<file path="src/rtl/irqc_pkg.sv">
package irqc_pkg;
  localparam int unsigned OFF_MASK  = 4'h0;
  localparam int unsigned OFF_PEND  = 4'h4;
  localparam int unsigned OFF_FORCE = 4'h8;
  localparam int unsigned OFF_CLEAR = 4'hC;
endpackage

</file>
<file path="src/rtl/irqc_regbank.sv">
module irqc_regbank
  import irqc_pkg::*;
#(
  parameter int unsigned VEC_W  = 16,
  parameter int unsigned DATA_W = 32,
  parameter int unsigned ADDR_W = 4
) (
  input  logic              clk,
  input  logic              rst,
  input  logic              bus_sel,
  input  logic              bus_wr,
  input  logic [ADDR_W-1:0] bus_addr,
  input  logic [DATA_W-1:0] bus_wdata,
  input  logic [VEC_W-1:0]  pend_q,
  output logic [VEC_W-1:0]  mask_q,
  output logic [VEC_W-1:0]  mask_d,
  output logic [VEC_W-1:0]  force_vec,
  output logic [VEC_W-1:0]  clear_vec,
  output logic [DATA_W-1:0] bus_rdata
);
  localparam logic [VEC_W-1:0] SRC_BITS = {{(VEC_W-1){1'b1}}, 1'b0};

  logic [VEC_W-1:0] wr_vec;
  logic             wdata_unused;
  logic             wr_en, rd_en;
  logic             hit_mask, hit_pend, hit_force, hit_clear;

  assign wr_vec       = bus_wdata[VEC_W-1:0] & SRC_BITS;
  assign wdata_unused = ^bus_wdata[DATA_W-1:VEC_W];
  assign wr_en        = bus_sel & bus_wr;
  assign rd_en        = bus_sel & ~bus_wr;
  assign hit_mask     = (bus_addr == ADDR_W'(OFF_MASK));
  assign hit_pend     = (bus_addr == ADDR_W'(OFF_PEND));
  assign hit_force    = (bus_addr == ADDR_W'(OFF_FORCE));
  assign hit_clear    = (bus_addr == ADDR_W'(OFF_CLEAR));

  assign mask_d    = (wr_en && hit_mask) ? wr_vec : mask_q;
  assign force_vec = (wr_en && hit_force) ? wr_vec : '0;
  assign clear_vec = (wr_en && hit_clear) ? wr_vec : '0;

  always_ff @(posedge clk) begin
    if (rst) begin
      mask_q <= '0;
    end else begin
      mask_q <= mask_d;
    end
  end

  always_ff @(posedge clk) begin
    if (rst) begin
      bus_rdata <= '0;
    end else if (rd_en) begin
      bus_rdata <= '0;
      if (hit_mask) bus_rdata[VEC_W-1:0] <= mask_q;
      if (hit_pend) bus_rdata[VEC_W-1:0] <= pend_q;
    end
  end
endmodule

</file>
<file path="src/rtl/irqc_pending.sv">
module irqc_pending #(
  parameter int unsigned VEC_W = 16,
  parameter int unsigned LVL_W = 4
) (
  input  logic             clk,
  input  logic             rst,
  input  logic [VEC_W-1:0] irq_in,
  input  logic [VEC_W-1:0] force_vec,
  input  logic [VEC_W-1:0] clear_vec,
  input  logic             ack_valid,
  input  logic [LVL_W-1:0] ack_level,
  output logic [VEC_W-1:0] pend_q,
  output logic [VEC_W-1:0] pend_d
);
  logic [VEC_W-1:0] req_prev;
  logic [VEC_W-1:0] set_vec;
  logic [VEC_W-1:0] clr_vec;

  assign pend_d[0]  = 1'b0;
  assign set_vec[0] = 1'b0;
  assign clr_vec[0] = 1'b0;

  for (genvar g = 1; g < VEC_W; g++) begin : g_src
    assign set_vec[g] = (irq_in[g] & ~req_prev[g]) | force_vec[g];
    assign clr_vec[g] = clear_vec[g] | (ack_valid && ack_level == LVL_W'(g));
    assign pend_d[g]  = set_vec[g] | (pend_q[g] & ~clr_vec[g]);
  end

  always_ff @(posedge clk) begin
    if (rst) begin
      req_prev <= '0;
      pend_q   <= '0;
    end else begin
      req_prev <= irq_in;
      pend_q   <= pend_d;
    end
  end
endmodule

</file>
<file path="src/rtl/irqc_prio.sv">
module irqc_prio #(
  parameter int unsigned VEC_W = 16,
  parameter int unsigned LVL_W = 4
) (
  input  logic [VEC_W-1:0] active,
  output logic [LVL_W-1:0] level
);
  always_comb begin
    level = '0;
    for (int i = 0; i < VEC_W; i++) begin
      if (active[i]) level = LVL_W'(i);
    end
  end
endmodule

</file>
<file path="src/rtl/irqc_top.sv">
module irqc_top #(
  parameter int unsigned NUM_SRC = 15,
  parameter int unsigned DATA_W  = 32,
  parameter int unsigned ADDR_W  = 4,
  parameter int unsigned LVL_W   = $clog2(NUM_SRC + 1),
  parameter int unsigned VEC_W   = NUM_SRC + 1
) (
  input  logic              clk,
  input  logic              rst,
  input  logic              bus_sel,
  input  logic              bus_wr,
  input  logic [ADDR_W-1:0] bus_addr,
  input  logic [DATA_W-1:0] bus_wdata,
  output logic [DATA_W-1:0] bus_rdata,
  input  logic [VEC_W-1:0]  irq_in,
  input  logic              ack_valid,
  input  logic [LVL_W-1:0]  ack_level,
  output logic [LVL_W-1:0]  irq_level
);
  logic [VEC_W-1:0] mask_q, mask_d, force_vec, clear_vec;
  logic [VEC_W-1:0] pend_q, pend_d;
  logic [LVL_W-1:0] level_d;

  irqc_regbank #(.VEC_W(VEC_W), .DATA_W(DATA_W), .ADDR_W(ADDR_W)) u_regs (
    .clk(clk), .rst(rst), .bus_sel(bus_sel), .bus_wr(bus_wr),
    .bus_addr(bus_addr), .bus_wdata(bus_wdata), .pend_q(pend_q),
    .mask_q(mask_q), .mask_d(mask_d), .force_vec(force_vec),
    .clear_vec(clear_vec), .bus_rdata(bus_rdata)
  );

  irqc_pending #(.VEC_W(VEC_W), .LVL_W(LVL_W)) u_pend (
    .clk(clk), .rst(rst), .irq_in(irq_in), .force_vec(force_vec),
    .clear_vec(clear_vec), .ack_valid(ack_valid), .ack_level(ack_level),
    .pend_q(pend_q), .pend_d(pend_d)
  );

  irqc_prio #(.VEC_W(VEC_W), .LVL_W(LVL_W)) u_prio (
    .active(pend_d & mask_d),
    .level(level_d)
  );

  always_ff @(posedge clk) begin
    if (rst) begin
      irq_level <= '0;
    end else begin
      irq_level <= level_d;
    end
  end
endmodule

</file>
<file path="config.mk">
export PLATFORM = sky130hd
export DESIGN_NAME = irqc_top
export DESIGN_NICKNAME = d
export VERILOG_FILES = /design/src/rtl/irqc_pkg.sv /design/src/rtl/irqc_regbank.sv /design/src/rtl/irqc_pending.sv /design/src/rtl/irqc_prio.sv /design/src/rtl/irqc_top.sv
export SDC_FILE = /design/constraint.sdc
export NUM_CORES = 1
export LEC_CHECK = 0
export ABC_AREA = 1
export ABC_CLOCK_PERIOD_IN_PS = 2120
export BUFFER_PORTS_ARGS = -buffer_cell sky130_fd_sc_hd__buf_2
export CORE_MARGIN = 4
export CORE_UTILIZATION = 30
export CTS_CLUSTER_DIAMETER = 30
export CTS_CLUSTER_SIZE = 24
export DETAILED_ROUTE_END_ITERATION = 6
export GPL_TIMING_DRIVEN = 0
export PLACE_DENSITY = 0.6
export SETUP_SLACK_MARGIN = 0.4
export SYNTH_ARGS = -nofsm -noshare
export SYNTH_HDL_FRONTEND = slang
export SYNTH_SLANG_ARGS = --single-unit
</file>
<file path="constraint.sdc">
create_clock -name clk -period 2.12 [get_ports clk]
set_input_delay 0.212 -clock clk [delete_from_list [all_inputs] [get_ports clk]]
set_output_delay 0.212 -clock clk [all_outputs]
set_load 0.03 [all_outputs]
</file>
* Yosys cells after proc, flatten, opt, wreduce, memory -nomap -nowiden *
Index checks and enable logic that the tools add are counted.
Widths: inputs -> output; s select.

cells by class
  bitwise operators = 109
  mux-type cells = 20
  equality and inequality tests = 18
  reductions and logical operators = 19

operator list
  cell                number
  $mux 16             5
  $or 1x1->1          45
  $eq 4x4->1 const B  10
  $and 1x1->1         32
  $mux 4              8
  $not 1->1           31
  $eq 4x3->1 const B  5
  $logic_and 1x1->1   18
  $and 16x16->16      1
  $mux 3              4
  $eq 4x2->1 const B  2
  $eq 4x1->1 const B  1
  $logic_not 4->1     1
  $mux 2              2
  $mux 1              1

storage, ports and cells
  bits in registers = 68
  output and inout bits = 36

* Logic depth before layout (Yosys ltp) *
  depth in word-level cells = 23
  mapped depth = 22

* Hierarchy *
Synthesis repeated with hierarchy kept, for this count alone.

second synthesis, totals
  cells, all modules = 613
  area, all modules = 3,723.6 µm²

modules (own cells, without submodules)
  module        times used  area an instance (µm²)  sequential area each (µm²)  cells each
  irqc_regbank  1           2,020.7                 640.6                       331
  irqc_pending  1           1,305.0                 600.6                       197
  irqc_top      1           230.2                   80.1                        44
  irqc_prio     1           167.7                   0.0                         41

* Worst setup path before layout *
OpenSTA, ideal clock, no wires.

  kind = input -> register
  from = in bus_addr[1]
  to = reg irq_level[0]
  required time = 1.989 ns
  buffers on the path = 2
  slack = 0.431 ns
  data arrival time = 1.558 ns
  stages = 17
  cells stage by stage = nor2_4 > buf_6 > nand2_2 > nor2_4 > inv_2 > buf_6 > o221ai_2 > inv_1 > or2_1 > nand2_1 > nand2_1 > nand2_1 > nand2_1 > nand2_1 > nand2_1 > nand2_1 > a21oi_2

between the ends
  longest elaborated chain between the ends = 23
  elaborated cells on any way between the ends = 100
  those cells by class = eq/ne: 2; mux: 18; bitwise: 76; reduce/logical: 4

RTL lines
  item                  line                source
  start, declared       irqc_top.sv:12      input logic [ADDR_W-1:0] bus_addr,
  $eq 4x4->1            irqc_regbank.sv:35  assign hit_clear = (bus_addr == ADDR_W'(OFF_CLEAR));
  $logic_and 1x1->1     irqc_regbank.sv:39  assign clear_vec = (wr_en && hit_clear) ? wr_vec : '0;
  $mux 16               irqc_regbank.sv:39
  $or 1x1->1            irqc_pending.sv:25  assign clr_vec[g] = clear_vec[g] | (ack_valid && ack_level == LVL_W'(g));
  $not 1->1             irqc_pending.sv:26  assign pend_d[g] = set_vec[g] | (pend_q[g] & ~clr_vec[g]);
  $and 1x1->1           irqc_pending.sv:26
  $or 1x1->1            irqc_pending.sv:26
  $and 16x16->16 *      irqc_top.sv:38      .active(pend_d & mask_d),
  $mux 1                irqc_prio.sv:11     if (active[i]) level = LVL_W'(i);
  $mux 2 (2 in a row)   irqc_prio.sv:11
  $mux 3 (4 in a row)   irqc_prio.sv:11
  $mux 4 (7 in a row)   irqc_prio.sv:11
  $mux 4 *              irqc_prio.sv:11
  end signal, assigned  irqc_top.sv:46      irq_level <= level_d;
  end, declared         irqc_top.sv:18      output logic [LVL_W-1:0] irq_level

Every way passes the cells marked *; elsewhere a longest branch is shown, timed or not.
A chain may end at the register's enable or synchronous reset.

* Worst setup path in the final report *
Ends and elaborated chain as after synthesis.

==> key figures <==
Outcome
  – Status: finished clean

Pwr
  – Sequential power share: 0.463
  – VDD IR-drop max: 0.243 mV
  – Int Power: 0.00201 W
  – Net Switching: 0.000752 W
  – PwrDens: 669 nW/um^2
  – Clock Power Share: 0.389
  – Leak Pwr: about 2 nW
  – Combinational power share: 0.149
  – Sw Share: 0.272

STA
  – RSZ-0062 raised after global routing: true
  – Clk_skew: 6.38 ps
  – Setup TNS: 0 ps
  – Slew headroom: 0.527
  – Final Hold Vio Count: 0
  – Final hold slack: 84.7 ps
  – Fin. max-slew vios: 0
  – Tmin final: 1760 ps
  – Setup Viol. Count Final: 0
  – Fmax: about 0.57 GHz
  – Final period util: 0.830
  – Worst-Margin Slew: 710 ps

Floorplan
  – I/O pin cnt: 97
  – Die Width: 112 um
  – Initial Utilization: 0.310
  – Die Area: around 12000 um^2
  – Core Region: 10400 um^2
  – Die Y: 112 um
  – Row cnt: 37

Yosys
  – Largest family of logic cells by synthesized area: simple AND/OR/NAND/NOR gates
  – Synth Area in XOR/XNOR: 0
  – Gate Count Post-Synth: 453
  – Post-synth top area share: 0.399
  – Top cells by area, synth: dfxtp_1, inv_1, nor2_1, nand2_1, a21oi_1
  – Post-synthesis mux area share: 0
  – Synthesized area: ~3200 um^2
  – Post-synth top area cell: dfxtp_1
  – Post-synth cell types: 33
  – Avg Cell Area, Syn: 7.10 um^2
  – Post-synthesis adder-cell area fraction: 0
  – Post-synthesis sequential area ratio: 0.399
  – Post-synthesis register bit count: 64
  – Compound-cell area share of the yosys netlist: 0.169
  – Simple logic cell fraction of the synthesized area: 0.267
  – Synth Warn #: 0

Critical path
  – CP most frequent cell: nand2_1
  – Worst setup EP type: flop
  – Crit path cell chain: buf_6 -> nor2_4 -> buf_6 -> nand2_4 -> nor2_8 -> nand2_1 -> nand3_1 -> nand2_1 -> nand2_1 -> nand2_1 -> nand2_1 -> nand2_1 -> nand2_1 -> nand2_1 -> nand2_1 -> nand2_1 -> nand2_1 -> nand2_1 -> nand2_1 -> nand2_1 -> nand2_1 -> nand2_1 -> a21oi_2
  – Critical path required time: 2380 ps
  – Slowest cell delay on critical path: 210 ps
  – Crit path kind: input port to flop
  – Worst path slowest cell: nor2_8
  – Cell family with most CP delay: simple AND/OR/NAND/NOR gates
  – Crit path DAT: 2020 ps
  – Critical path fanouts, max: 7
  – CP bufs+invs: 2
  – Critical path launch point type: input port

Detailed routing
  – Drt total wl: 9070 um
  – DR pass1 iterations: 4
  – Vias per cell: around 4.5
  – Starting DRT DRC Count: 163
  – Drt wl/cell: approximately 13 um
  – Detail Route Antenna Nets: 0
  – DR DRC count: 0
  – Via count: between 3000 and 4000

CTS
  – Worst-Skew Late Latency: 340 ps
  – Clock Pin Slew Worst Setup and Hold Paths: 70 ps
  – H-tree levels: 3
  – # clock sinks: 64
  – CTS buffer count: 9
  – Clock root cell: clkbuf_8
  – CTS max path bufs: 2
  – CTS tree: built

Place
  – DP Wirelength: approximately 6900 um
  – Dpl cells: 664
  – PortBufs: 59
  – GPL Wtd Cong: 0.878

Global routing
  – Total GRT Usage: 0.142
  – Vias in the first global route: a little under 3000
  – Initial antenna violation count: 0
  – First-pass GRT wire length: 14100 um
  – Largest net degree at the start of global routing: 11
  – Overflow after GRT: 0

Worst hold path
  – Hold Crit Class: input port to flop

Layout
  – Post-route insts no fill: around 690
  – Layout cells sized above 1: 0.274
  – Nets@finish: 611
  – ANT cells: 0
  – Layout area overhead: 28.3%

Job
  – MaxCap Viol Count: 0
## tightest hold or removal path, cell delays in order
cell and delay, ps:
buf_2 80, inv_1 40, nor2_1 70
## sequential cells by signal, summed over array words and instances (netlist names)
name	flops
u_pend.pend_q	15
u_pend.req_prev	15
u_regs.bus_rdata	15
u_regs.mask_q	15
irq_level	4
## cells by family after synthesis
logic type | count (synthesis)
buf+inv | 115
simple gates | 184
other cells | 1
flops | 64
compound gates | 89
## what timing repair did
item	in CTS	in global routing
buffers inserted	6	5
hold endpoints to repair	0	0
hold buffers	0	0
gates resized for setup	4	22
endpoints found under the setup margin	2	7
pin swaps	9	14
## per-layer routing
metal,GRT usage,vias up,part of all wire
met3,0.0342,10,0.070
met1,0.177,1392,0.45
met5,0,-,0
met2,0.245,90,0.47
met4,0.0389,0,0.013
li1,-,1592,-
## cells in the final DEF (no fill, tap or decap), drive strengths merged, types with 7 or more instances in the layout
master  Yosys  routed
a21oi      41      41
buf        27      97
clkbuf     10      23
conb        1      17
dfxtp      64      64
inv        78      78
nand2      60      60
nand3      37      37
nor2       66      66
o211ai      7       7
o21ai      27      27
o221ai      8       8
or2        19      19
## stage by stage
stage / instance area, um^2 / utilization / setup slack, ps / power, W
after global placement: 3740 / 0.361 / 19.8 / 0.00168
after floorplan: 3270 / - / 431 / 0.00157
after detailed placement: 3740 / 0.361 / -0.0731 / 0.00169
after CTS: 4020 / 0.387 / 405 / 0.00275
after global routing: 4130 / 0.398 / 273 / 0.00287
final: 4130 / 0.398 / 360 / 0.00276
## cell type report
type                    instances  area (um^2)
repair buffers                 70          407
clock inverters                 3         40.0
plain buffers                  37          239
well taps                     136          170
fillers                      1104         6240
clock buffers                  13          159
multi-input cells             290         1530
flip-flops and latches         64         1280
inverters                      78          300
## cells in the mapped netlist
cell,instances
a21oi_1,40
a21oi_2,1
a221oi_1,1
a31oi_1,1
buf_1,4
buf_2,1
buf_4,19
buf_6,3
clkbuf_1,10
conb_1,1
dfxtp_1,64
inv_1,76
inv_2,1
inv_4,1
nand2_1,57
nand2_2,2
nand2_4,1
nand3_1,36
nand3_4,1
nor2_1,61
nor2_4,4
nor2_8,1
nor3_1,2
o211ai_1,4
o211ai_2,3
o21ai_0,22
o21ai_1,5
o21bai_1,1
o221ai_1,5
o221ai_2,3
o22ai_1,3
or2_1,4
or2_2,15
## path summary, 6_finish.rpt
check / start / endpoint / slack [ps] / cells past startpoint
min: irq_in[1] / u_pend.req_prev[1]$_SDFF_PP0_ / 80 / 3
min reg2reg: u_pend.pend_q[3]$_SDFF_PP0_ / u_pend.pend_q[3]$_SDFF_PP0_ / 510 / 2
max reg2reg: u_pend.pend_q[1]$_SDFF_PP0_ / irq_level[0]$_SDFF_PP0_ / 490 / 18
max: bus_addr[1] / irq_level[0]$_SDFF_PP0_ / 360 / 23
## power by group through the flow
stage | Clock [W] | Sequential (W) | Combinational (W)
2_1_floorplan | 0 | 0.00132 | 0.000247
3_3_place_gp | 0 | 0.00130 | 0.000379
3_5_place_dp | 0 | 0.00130 | 0.000384
4_1_cts | 0.00108 | 0.00128 | 0.000394
5_1_grt | 0.00113 | 0.00128 | 0.000452
6_report | 0.00107 | 0.00128 | 0.000410
(Power assumes the default switching activity.)
